==> src/rtl/sat_pkg.sv <==
package sat_pkg;
  localparam int unsigned REG_AW   = 5;
  localparam int unsigned FLD_W    = 5;
  localparam int unsigned SAMPLE_W = 1 << FLD_W;
  localparam int unsigned DIV_W    = 8;

  localparam logic [REG_AW-1:0] A_CTRL  = 5'h00;
  localparam logic [REG_AW-1:0] A_WMARK = 5'h04;
  localparam logic [REG_AW-1:0] A_CLK   = 5'h08;
  localparam logic [REG_AW-1:0] A_CHAN  = 5'h0C;
  localparam logic [REG_AW-1:0] A_FRAME = 5'h10;
  localparam logic [REG_AW-1:0] A_WORD  = 5'h14;

  localparam int B_TE  = 31;
  localparam int B_BCE = 28;
  localparam int B_ERR = 18;
  localparam int B_IE  = 10;
  localparam int B_DMA = 0;

  typedef struct packed {
    logic [DIV_W-1:0] div;
    logic             bclk_pol;
    logic             bclk_dir;
    logic             chan_en;
    logic [FLD_W-1:0] fsz;
    logic [FLD_W-1:0] syw;
    logic             msb_first;
    logic             early;
    logic             fs_low;
    logic             fs_dir;
    logic [FLD_W-1:0] w0;
    logic [FLD_W-1:0] wn;
    logic [FLD_W-1:0] fbt;
  } cfg_t;
endpackage

==> src/rtl/sat_fifo.sv <==
module sat_fifo #(
  parameter int unsigned W     = 32,
  parameter int unsigned DEPTH = 32,
  localparam int unsigned PW   = $clog2(DEPTH),
  localparam int unsigned CW   = $clog2(DEPTH + 1)
) (
  input  logic          clk,
  input  logic          rst_n,
  input  logic          in_valid,
  output logic          in_ready,
  input  logic [W-1:0]  in_data,
  input  logic          pop,
  output logic          out_valid,
  output logic [W-1:0]  out_data,
  output logic [CW-1:0] count
);
  logic [W-1:0]  mem [DEPTH];
  logic [PW-1:0] wp, rp;
  logic          push;

  assign in_ready  = (count != CW'(DEPTH));
  assign out_valid = (count != '0);
  assign out_data  = mem[rp];
  assign push      = in_valid && in_ready;

  always_ff @(posedge clk) begin
    if (push) mem[wp] <= in_data;
  end

  always_ff @(posedge clk or negedge rst_n) begin
    if (!rst_n) begin
      wp    <= '0;
      rp    <= '0;
      count <= '0;
    end else begin
      if (push) wp <= (wp == PW'(DEPTH - 1)) ? '0 : wp + 1'b1;
      if (pop)  rp <= (rp == PW'(DEPTH - 1)) ? '0 : rp + 1'b1;
      case ({push, pop})
        2'b10:   count <= count + 1'b1;
        2'b01:   count <= count - 1'b1;
        default: count <= count;
      endcase
    end
  end

  a_r8_count_bound: assert property (@(posedge clk) disable iff (!rst_n)
    count <= CW'(DEPTH));
  a_r8_pop_nonempty: assert property (@(posedge clk) disable iff (!rst_n)
    pop |-> count != '0);
endmodule

==> src/rtl/sat_regs.sv <==
module sat_regs import sat_pkg::*; #(
  parameter int unsigned CW = 6
) (
  input  logic              clk,
  input  logic              rst_n,
  input  logic              reg_we,
  input  logic [REG_AW-1:0] reg_addr,
  input  logic [31:0]       reg_wdata,
  output logic [31:0]       reg_rdata,
  input  logic              busy,
  input  logic              err_set,
  output cfg_t              cfg,
  output logic [CW-1:0]     wmark,
  output logic              tx_en,
  output logic              bclk_en,
  output logic              dma_en,
  output logic              err_ie,
  output logic              err_flag
);
  logic ctrl_wr, cfg_wr, unused_wdata;

  assign ctrl_wr      = reg_we && (reg_addr == A_CTRL);
  assign cfg_wr       = reg_we && !busy;
  assign unused_wdata = ^reg_wdata;

  always_ff @(posedge clk or negedge rst_n) begin
    if (!rst_n) begin
      tx_en    <= 1'b0;
      bclk_en  <= 1'b0;
      dma_en   <= 1'b0;
      err_ie   <= 1'b0;
      err_flag <= 1'b0;
    end else begin
      if (ctrl_wr) begin
        tx_en   <= reg_wdata[B_TE];
        bclk_en <= reg_wdata[B_BCE];
        dma_en  <= reg_wdata[B_DMA];
        err_ie  <= reg_wdata[B_IE];
      end
      if (err_set)                           err_flag <= 1'b1;
      else if (ctrl_wr && reg_wdata[B_ERR])  err_flag <= 1'b0;
    end
  end

  always_ff @(posedge clk or negedge rst_n) begin
    if (!rst_n) begin
      cfg   <= '0;
      wmark <= '0;
    end else if (cfg_wr) begin
      case (reg_addr)
        A_WMARK: wmark <= reg_wdata[CW-1:0];
        A_CLK: begin
          cfg.div      <= reg_wdata[DIV_W-1:0];
          cfg.bclk_dir <= reg_wdata[24];
          cfg.bclk_pol <= reg_wdata[25];
        end
        A_CHAN: cfg.chan_en <= reg_wdata[16];
        A_FRAME: begin
          cfg.fsz       <= reg_wdata[20:16];
          cfg.syw       <= reg_wdata[12:8];
          cfg.msb_first <= reg_wdata[4];
          cfg.early     <= reg_wdata[3];
          cfg.fs_low    <= reg_wdata[1];
          cfg.fs_dir    <= reg_wdata[0];
        end
        A_WORD: begin
          cfg.wn  <= reg_wdata[28:24];
          cfg.w0  <= reg_wdata[20:16];
          cfg.fbt <= reg_wdata[12:8];
        end
        default: ;
      endcase
    end
  end

  always_comb begin
    reg_rdata = '0;
    case (reg_addr)
      A_CTRL: begin
        reg_rdata[B_TE]  = tx_en;
        reg_rdata[B_BCE] = bclk_en;
        reg_rdata[B_ERR] = err_flag;
        reg_rdata[B_IE]  = err_ie;
        reg_rdata[B_DMA] = dma_en;
      end
      A_WMARK: reg_rdata[CW-1:0] = wmark;
      A_CLK: begin
        reg_rdata[DIV_W-1:0] = cfg.div;
        reg_rdata[24]        = cfg.bclk_dir;
        reg_rdata[25]        = cfg.bclk_pol;
      end
      A_CHAN: reg_rdata[16] = cfg.chan_en;
      A_FRAME: begin
        reg_rdata[20:16] = cfg.fsz;
        reg_rdata[12:8]  = cfg.syw;
        reg_rdata[4]     = cfg.msb_first;
        reg_rdata[3]     = cfg.early;
        reg_rdata[1]     = cfg.fs_low;
        reg_rdata[0]     = cfg.fs_dir;
      end
      A_WORD: begin
        reg_rdata[28:24] = cfg.wn;
        reg_rdata[20:16] = cfg.w0;
        reg_rdata[12:8]  = cfg.fbt;
      end
      default: reg_rdata = '0;
    endcase
  end

  // configuration cannot move while the transmitter is busy
  a_r11_cfg_frozen: assert property (@(posedge clk) disable iff (!rst_n)
    busy |=> ($stable(cfg) && $stable(wmark)));
  a_r10_flag_sticky: assert property (@(posedge clk) disable iff (!rst_n)
    (err_flag && !(ctrl_wr && reg_wdata[B_ERR])) |=> err_flag);
endmodule

==> src/rtl/sat_bclk.sv <==
module sat_bclk #(
  parameter int unsigned DW = 8
) (
  input  logic          clk,
  input  logic          rst_n,
  input  logic          run,
  input  logic [DW-1:0] div,
  output logic          ph,
  output logic          adv
);
  logic [DW-1:0] cnt;

  assign adv = run && ph && (cnt == div);

  always_ff @(posedge clk or negedge rst_n) begin
    if (!rst_n) begin
      cnt <= '0;
      ph  <= 1'b0;
    end else if (!run) begin
      cnt <= '0;
      ph  <= 1'b0;
    end else if (cnt == div) begin
      cnt <= '0;
      ph  <= ~ph;
    end else begin
      cnt <= cnt + 1'b1;
    end
  end

  a_r2_cnt_bound: assert property (@(posedge clk) disable iff (!rst_n)
    run |-> cnt <= div);
  a_r2_idle_phase: assert property (@(posedge clk) disable iff (!rst_n)
    !run |=> (ph == 1'b0));
endmodule

==> src/rtl/sat_framer.sv <==
module sat_framer import sat_pkg::*; (
  input  logic                clk,
  input  logic                rst_n,
  input  logic                go,
  input  cfg_t                cfg,
  input  logic                adv,
  input  logic                fifo_valid,
  input  logic [SAMPLE_W-1:0] fifo_data,
  output logic                pop,
  output logic                err_set,
  output logic                running,
  output logic                sdata,
  output logic                fs_act
);
  localparam int unsigned IW  = FLD_W;
  localparam int unsigned LW  = IW + 1;
  localparam int unsigned FLW = 2 * IW + 1;

  logic [FLW-1:0]      fbit, fbit_nx, frame_len;
  logic [LW-1:0]       kbit, wlen0, wlen_n, cur_wlen;
  logic [IW-1:0]       widx, sel;
  logic [SAMPLE_W-1:0] word_q, ld_word;
  logic start, step, last_w, last_f, stop, load, fs_nx, unused_cfg;

  assign unused_cfg = ^cfg;
  assign wlen0     = {1'b0, cfg.w0} + LW'(1);
  assign wlen_n    = {1'b0, cfg.wn} + LW'(1);
  assign frame_len = FLW'(wlen0) + FLW'(cfg.fsz) * FLW'(wlen_n);
  assign cur_wlen  = (widx == '0) ? wlen0 : wlen_n;

  assign start  = go && !running;
  assign step   = running && adv;
  assign last_w = (kbit == cur_wlen - LW'(1));
  assign last_f = last_w && (widx == cfg.fsz);
  assign stop   = step && last_f && !go;
  assign load   = start || (step && last_w && !stop);

  assign pop     = load && fifo_valid;
  assign err_set = load && !fifo_valid;
  assign ld_word = fifo_valid ? fifo_data : '0;

  assign fbit_nx = (start || last_f) ? '0 : fbit + 1'b1;
  assign fs_nx   = cfg.early
                 ? ((fbit_nx < FLW'(cfg.syw)) || (go && (fbit_nx == frame_len - FLW'(1))))
                 : (fbit_nx <= FLW'(cfg.syw));

  always_ff @(posedge clk or negedge rst_n) begin
    if (!rst_n) begin
      running <= 1'b0;
      fs_act  <= 1'b0;
      fbit    <= '0;
      kbit    <= '0;
      widx    <= '0;
      word_q  <= '0;
    end else if (start) begin
      running <= 1'b1;
      fs_act  <= fs_nx;
      fbit    <= '0;
      kbit    <= '0;
      widx    <= '0;
      word_q  <= ld_word;
    end else if (stop) begin
      running <= 1'b0;
      fs_act  <= 1'b0;
    end else if (step) begin
      fbit   <= fbit_nx;
      fs_act <= fs_nx;
      if (last_f) begin
        kbit   <= '0;
        widx   <= '0;
        word_q <= ld_word;
      end else if (last_w) begin
        kbit   <= '0;
        widx   <= widx + 1'b1;
        word_q <= ld_word;
      end else begin
        kbit <= kbit + 1'b1;
      end
    end
  end

  assign sel   = cfg.msb_first ? (cfg.fbt - kbit[IW-1:0]) : (cfg.fbt + kbit[IW-1:0]);
  assign sdata = running && cfg.chan_en && word_q[sel];

  a_r3_bit_in_word: assert property (@(posedge clk) disable iff (!rst_n)
    running |-> kbit < cur_wlen);
  a_r12_sync_needs_run: assert property (@(posedge clk) disable iff (!rst_n)
    !running |-> !fs_act);
  a_r12_stop_at_frame_end: assert property (@(posedge clk) disable iff (!rst_n)
    (!running && $past(running)) |-> ($past(fbit) == $past(frame_len) - FLW'(1)));
endmodule

==> src/rtl/sat_tx.sv <==
module sat_tx import sat_pkg::*; #(
  parameter int unsigned FIFO_DEPTH = 32,
  localparam int unsigned CW = $clog2(FIFO_DEPTH + 1)
) (
  input  logic                clk,
  input  logic                rst_n,
  input  logic                reg_we,
  input  logic [REG_AW-1:0]   reg_addr,
  input  logic [31:0]         reg_wdata,
  output logic [31:0]         reg_rdata,
  input  logic                samp_valid,
  output logic                samp_ready,
  input  logic [SAMPLE_W-1:0] samp_data,
  output logic                bclk,
  output logic                fsync,
  output logic                sdata,
  output logic                dma_req,
  output logic                irq
);
  cfg_t                cfg;
  logic [CW-1:0]       wmark, count;
  logic                tx_en, bclk_en, dma_en, err_ie, err_flag;
  logic                running, err_set, pop, fifo_valid, ph, adv, fs_act;
  logic [SAMPLE_W-1:0] fifo_data;

  sat_regs #(.CW(CW)) u_regs (
    .clk(clk), .rst_n(rst_n), .reg_we(reg_we), .reg_addr(reg_addr),
    .reg_wdata(reg_wdata), .reg_rdata(reg_rdata), .busy(tx_en || running),
    .err_set(err_set), .cfg(cfg), .wmark(wmark), .tx_en(tx_en),
    .bclk_en(bclk_en), .dma_en(dma_en), .err_ie(err_ie), .err_flag(err_flag)
  );

  sat_fifo #(.W(SAMPLE_W), .DEPTH(FIFO_DEPTH)) u_fifo (
    .clk(clk), .rst_n(rst_n), .in_valid(samp_valid), .in_ready(samp_ready),
    .in_data(samp_data), .pop(pop), .out_valid(fifo_valid),
    .out_data(fifo_data), .count(count)
  );

  sat_bclk #(.DW(DIV_W)) u_bclk (
    .clk(clk), .rst_n(rst_n), .run(running), .div(cfg.div), .ph(ph), .adv(adv)
  );

  sat_framer u_framer (
    .clk(clk), .rst_n(rst_n), .go(tx_en && bclk_en), .cfg(cfg), .adv(adv),
    .fifo_valid(fifo_valid), .fifo_data(fifo_data), .pop(pop),
    .err_set(err_set), .running(running), .sdata(sdata), .fs_act(fs_act)
  );

  assign bclk    = (running && cfg.bclk_dir) ? (ph ^ cfg.bclk_pol) : cfg.bclk_pol;
  assign fsync   = (fs_act && cfg.fs_dir) ^ cfg.fs_low;
  assign dma_req = dma_en && (count <= wmark);
  assign irq     = err_ie && err_flag;

  a_r9_dma_level: assert property (@(posedge clk) disable iff (!rst_n)
    (dma_req && !samp_valid && !pop) |=> (dma_req || !dma_en || $changed(wmark)));
  a_r8_ready_when_draining: assert property (@(posedge clk) disable iff (!rst_n)
    pop |=> samp_ready);
endmodule

==> config.mk <==
export PLATFORM = sky130hd
export DESIGN_NAME = sat_tx
export DESIGN_NICKNAME = d
export VERILOG_FILES = /design/src/rtl/sat_pkg.sv /design/src/rtl/sat_fifo.sv /design/src/rtl/sat_regs.sv /design/src/rtl/sat_bclk.sv /design/src/rtl/sat_framer.sv /design/src/rtl/sat_tx.sv
export SDC_FILE = /design/constraint.sdc
export NUM_CORES = 1
export LEC_CHECK = 0
export ABC_AREA = 1
export BUFFER_PORTS_ARGS = -buffer_cell sky130_fd_sc_hd__clkbuf_2
export CORE_MARGIN = 2
export CORE_UTILIZATION = 50
export CTS_CLUSTER_SIZE = 8
export DETAILED_ROUTE_END_ITERATION = 7
export HOLD_SLACK_MARGIN = 0.15
export MAX_ROUTING_LAYER = met4
export PLACE_DENSITY = 0.65
export SYNTH_ARGS = -nofsm -noshare
export SYNTH_HDL_FRONTEND = slang
export SYNTH_SLANG_ARGS = --single-unit
==> constraint.sdc <==
create_clock -name clk -period 6.7 [get_ports clk]
set_clock_uncertainty 0.1 [all_clocks]
set_input_delay 0 -clock clk [delete_from_list [all_inputs] [get_ports clk]]
set_output_delay 0 -clock clk [all_outputs]
set_load 0.02 [all_outputs]
==> results.md <==
- First-pass GRT wire length: 203,000 um
- Post-DR wirelength/cell: approximately 24 um
- FF+latch count, synth: roughly 1,200
- Cell Rows: around 110
- # H-tree levels: 4
- I/O Buffers: 94
- Root buf cell: clkbuf_16
- Worst Hold Class: in -> reg
- Register area: 34,100 um^2
- Core area: 96,900 um^2
- Via Count: 33,507
- Area occupied by multi-input gates: 13,300 um^2
- Worst Setup End Kind: register
- Simple-Gate Fraction of Synth Area: 0.0997
- Ys flop type: edfxtp_1
- VDD IR max: around 310 uV
- PostCTS Resize Cnt: 0
- Post-DP HPWL: between 70,000 and 80,000 um
- Final cycle utilization of the critical path: 0.819
- Critical Path Fanout Max: 27
- Drc violations: 0
- Max incr delay on CP: 470 ps
- Global routing usage on met2: 0.452
- DIE WIDTH: ~320 um
- MaxCap Viol Count: 0
- Slew margin rel.: 0.342
- Maximum root-to-sink buffer count: 3
- Antenna viol nets, final: 0
- Delay-heaviest family, CP: simple AND/OR/NAND/NOR gates
- Cells after Synth: between 4,000 and 5,000
- Sequential-to-total area share from yosys stat: 0.695
- Grt met1 use: 0.366
- CTS tree: yes
- RSZ-0062 raised after global routing: no
- Global route overflow: 0
- Nets: 4,392
- Slew Limit Fails: 0
- Yosys cell types: 53
- Area share of the largest cell type after synthesis: 0.628
- Synth top area cells: edfxtp_1 (63%), o21ai_0 (6.8%), dfrtp_1 (6.7%), nor2_1 (5.3%), o221ai_1 (3.0%)
- Worst slew pin tran: ~1000 ps
- Multiplexer share of the synthesized area: 0
- Pwr/cell area: 381 nW/um^2
- Critical Path Most Common Cell: ha_1
- Leakage: 19.8 nW
- Layout cells sized above 1: 0.0943
- First-iteration detailed-routing DRC count: 3,831
- Worst Setup Slack, final: about 1200 ps
- DRT Pass-1 Iters: 6
- Critical Path Start Type: register
- Largest net degree at the start of global routing: 184
- Status: completed
- Max Fclk: ~180 MHz
- Final setup viols: 0
- Data arrival, critical path: slightly above 6000 ps
- Routability congestion estimate: about 0.94
- DR vias/cell: approximately 6
- Synthesized area per cell: 12.0 um^2
- CP bufs+invs: 5
- CTS clk-pin slew, worst paths: 50 ps
- CP Class: reg -> reg
- Slowest CP cell: nor2_8
- GR Util met3: 0.0422
- Tot GR Track Use: 0.281
- Post-synthesis compound-gate area fraction: 0.133
- Synth Area in Adders: 0.0249
- XOR/XNOR Fraction of Synth Area: 0.00751
- Initial antenna violation count: 4
- Final Hold Fails: 0
- Die ar.: between 100,000 and 150,000 um^2
- Ys async rst share: 0.114
- Worst path required time: around 7200 ps
- Pre-CTS setup slack: between 1000 and 1500 ps
- Die Span Y: between 300 and 400 um
- FILL cells: between 7,000 and 8,000
- Yosys warns: 0
- Area grow syn2layout: 15.0%
- Clock Latency Late Sink: between 700 and 800 ps
- Clock sinks: between 1,000 and 1,500
- IO Count: 111
- Routed WL: 136,000 um
- Largest family of logic cells by synthesized area: compound AO/OA/AOI/OAI gates
- Fin Setup TNS: 0 ps
- Vias in the first global route: 32,174
- Most Crowded Layer GR: met2
- Synth Cell Area: just under 50,000 um^2
- Number of synthesized flops with an enable pin: between 1,000 and 1,500
- Period minus WS final: approximately 5500 ps
- CTS buffer count: 163
- Dominant cell type by area after synthesis: edfxtp_1
- Initial core utilization: 0.506
layout by cell type, fill, tap and decap left out, types with 10 or more instances in the layout:
master	n
edfxtp_1	1024
nor2_1	668
o21ai_0	667
nand2_1	305
inv_1	211
o221ai_1	167
clkbuf_16	164
nand3_1	139
dfrtp_1	128
o22ai_1	112
dlygate4sd3_1	102
clkbuf_2	93
ha_1	64
a21oi_1	56
buf_4	48
clkbuf_1	38
nor2_4	31
xor2_1	30
a31oi_1	22
fa_1	21
o21ai_1	20
a32o_1	19
o211ai_1	17
nor3_1	15
xnor2_1	12
nand4_1	10
state kept, by name, indices dropped and copies added (netlist names):
register          flops
u_fifo.mem         1024
u_framer.fbit        11
u_fifo.rp             5
u_framer.fs_act       1
u_fifo.wp             5
u_regs.cfg           40
u_framer.word_q      32
u_regs.err_flag       1
u_regs.wmark          6
u_framer.widx         5
u_bclk.cnt            8
u_bclk.ph             1
u_regs.bclk_en        1
u_framer.running      1
u_framer.kbit         6
u_regs.err_ie         1
u_regs.dma_en         1
u_regs.tx_en          1
u_fifo.count          6
final timing paths:
kind | slack (ps) | endpoint | from | cells after the start
max | 1210 | u_fifo.count[5] | u_framer.widx[0] | 30
max reg2reg | 1210 | u_fifo.count[5] | u_framer.widx[0] | 30
min reg2reg | 390 | u_regs.cfg[22] | u_regs.cfg[22] | 2
min in group asynchronous | 270 | u_bclk.cnt[4] | rst_n | 4
max in group asynchronous | 5360 | u_fifo.rp[2] | rst_n | 4
min | 220 | u_regs.cfg[29] | reg_addr[2] | 5
per-stage QoR:
| stage | cells | cell area, um^2 | util | hold slack [ps] | power (mW) |
|---|---|---|---|---|---|
| finish | 5566 | 56300 | 0.582 | 225 | 21.5 |
| global route | 5566 | 56300 | 0.582 | 244 | 22.5 |
| CTS | 5562 | 56300 | 0.582 | 165 | 21.5 |
| detailed placement | 5242 | 50800 | 0.524 | -34.4 | 14.1 |
| global placement | 5242 | 50800 | 0.524 | -37.2 | 14.0 |
| floorplan | 4082 | 49000 | - | -396 | 12.4 |
Yosys cell counts (22+ instances only):
master,n
a21oi_1,56
a31oi_1,22
clkbuf_1,222
dfrtp_1,132
edfxtp_1,1024
ha_1,64
inv_1,213
nand2_1,305
nand3_1,139
nor2_1,696
o21ai_0,667
o221ai_1,167
o22ai_1,112
xor2_1,30
what timing repair did:
| item | 4_1_cts | 5_1_grt |
|---|---|---|
| hold buffers | 103 | 0 |
| setup buffers | 0 | 0 |
| hold endpoints to repair | 1217 | 0 |
metal layers:
metal,share of wire,vias to the layer above
li1,-,15134
met1,0.41,16591
met2,0.49,1463
met3,0.073,319
met4,0.033,0
met5,0,-
logic make-up after synthesis:
kind of cell,after synthesis
flops,1156
compound gates,1104
other cells,1
fa+ha+maj,85
simple gates,1200
buf+inv,487
xor+xnor,42
power breakdown:
part | switching (mW) | internal, mW
logic | 3.81 | 1.61
clock network | 2.95 | 4.42
registers | 0.311 | 8.36
final cells by class:
type | instances | area share
sequential | 1156 | 0.605
clock buffer | 203 | 0.0756
timing repair buffer | 252 | 0.0360
antenna | 4 | 0.000178
clock inverter | 14 | 0.00446
inverter | 222 | 0.0152
tap | 1276 | 0.0283
multi-input combinational | 2439 | 0.236
worst register-to-register path, delay by kind of cell (launching register included):
kind,cells,cell delay [ps]
simple gates,15,2260
fa+ha+maj,4,1140
buf+inv,5,640
compound gates,4,540
flops,1,410
xor+xnor,2,310
Power figures use the tool's default switching activity.
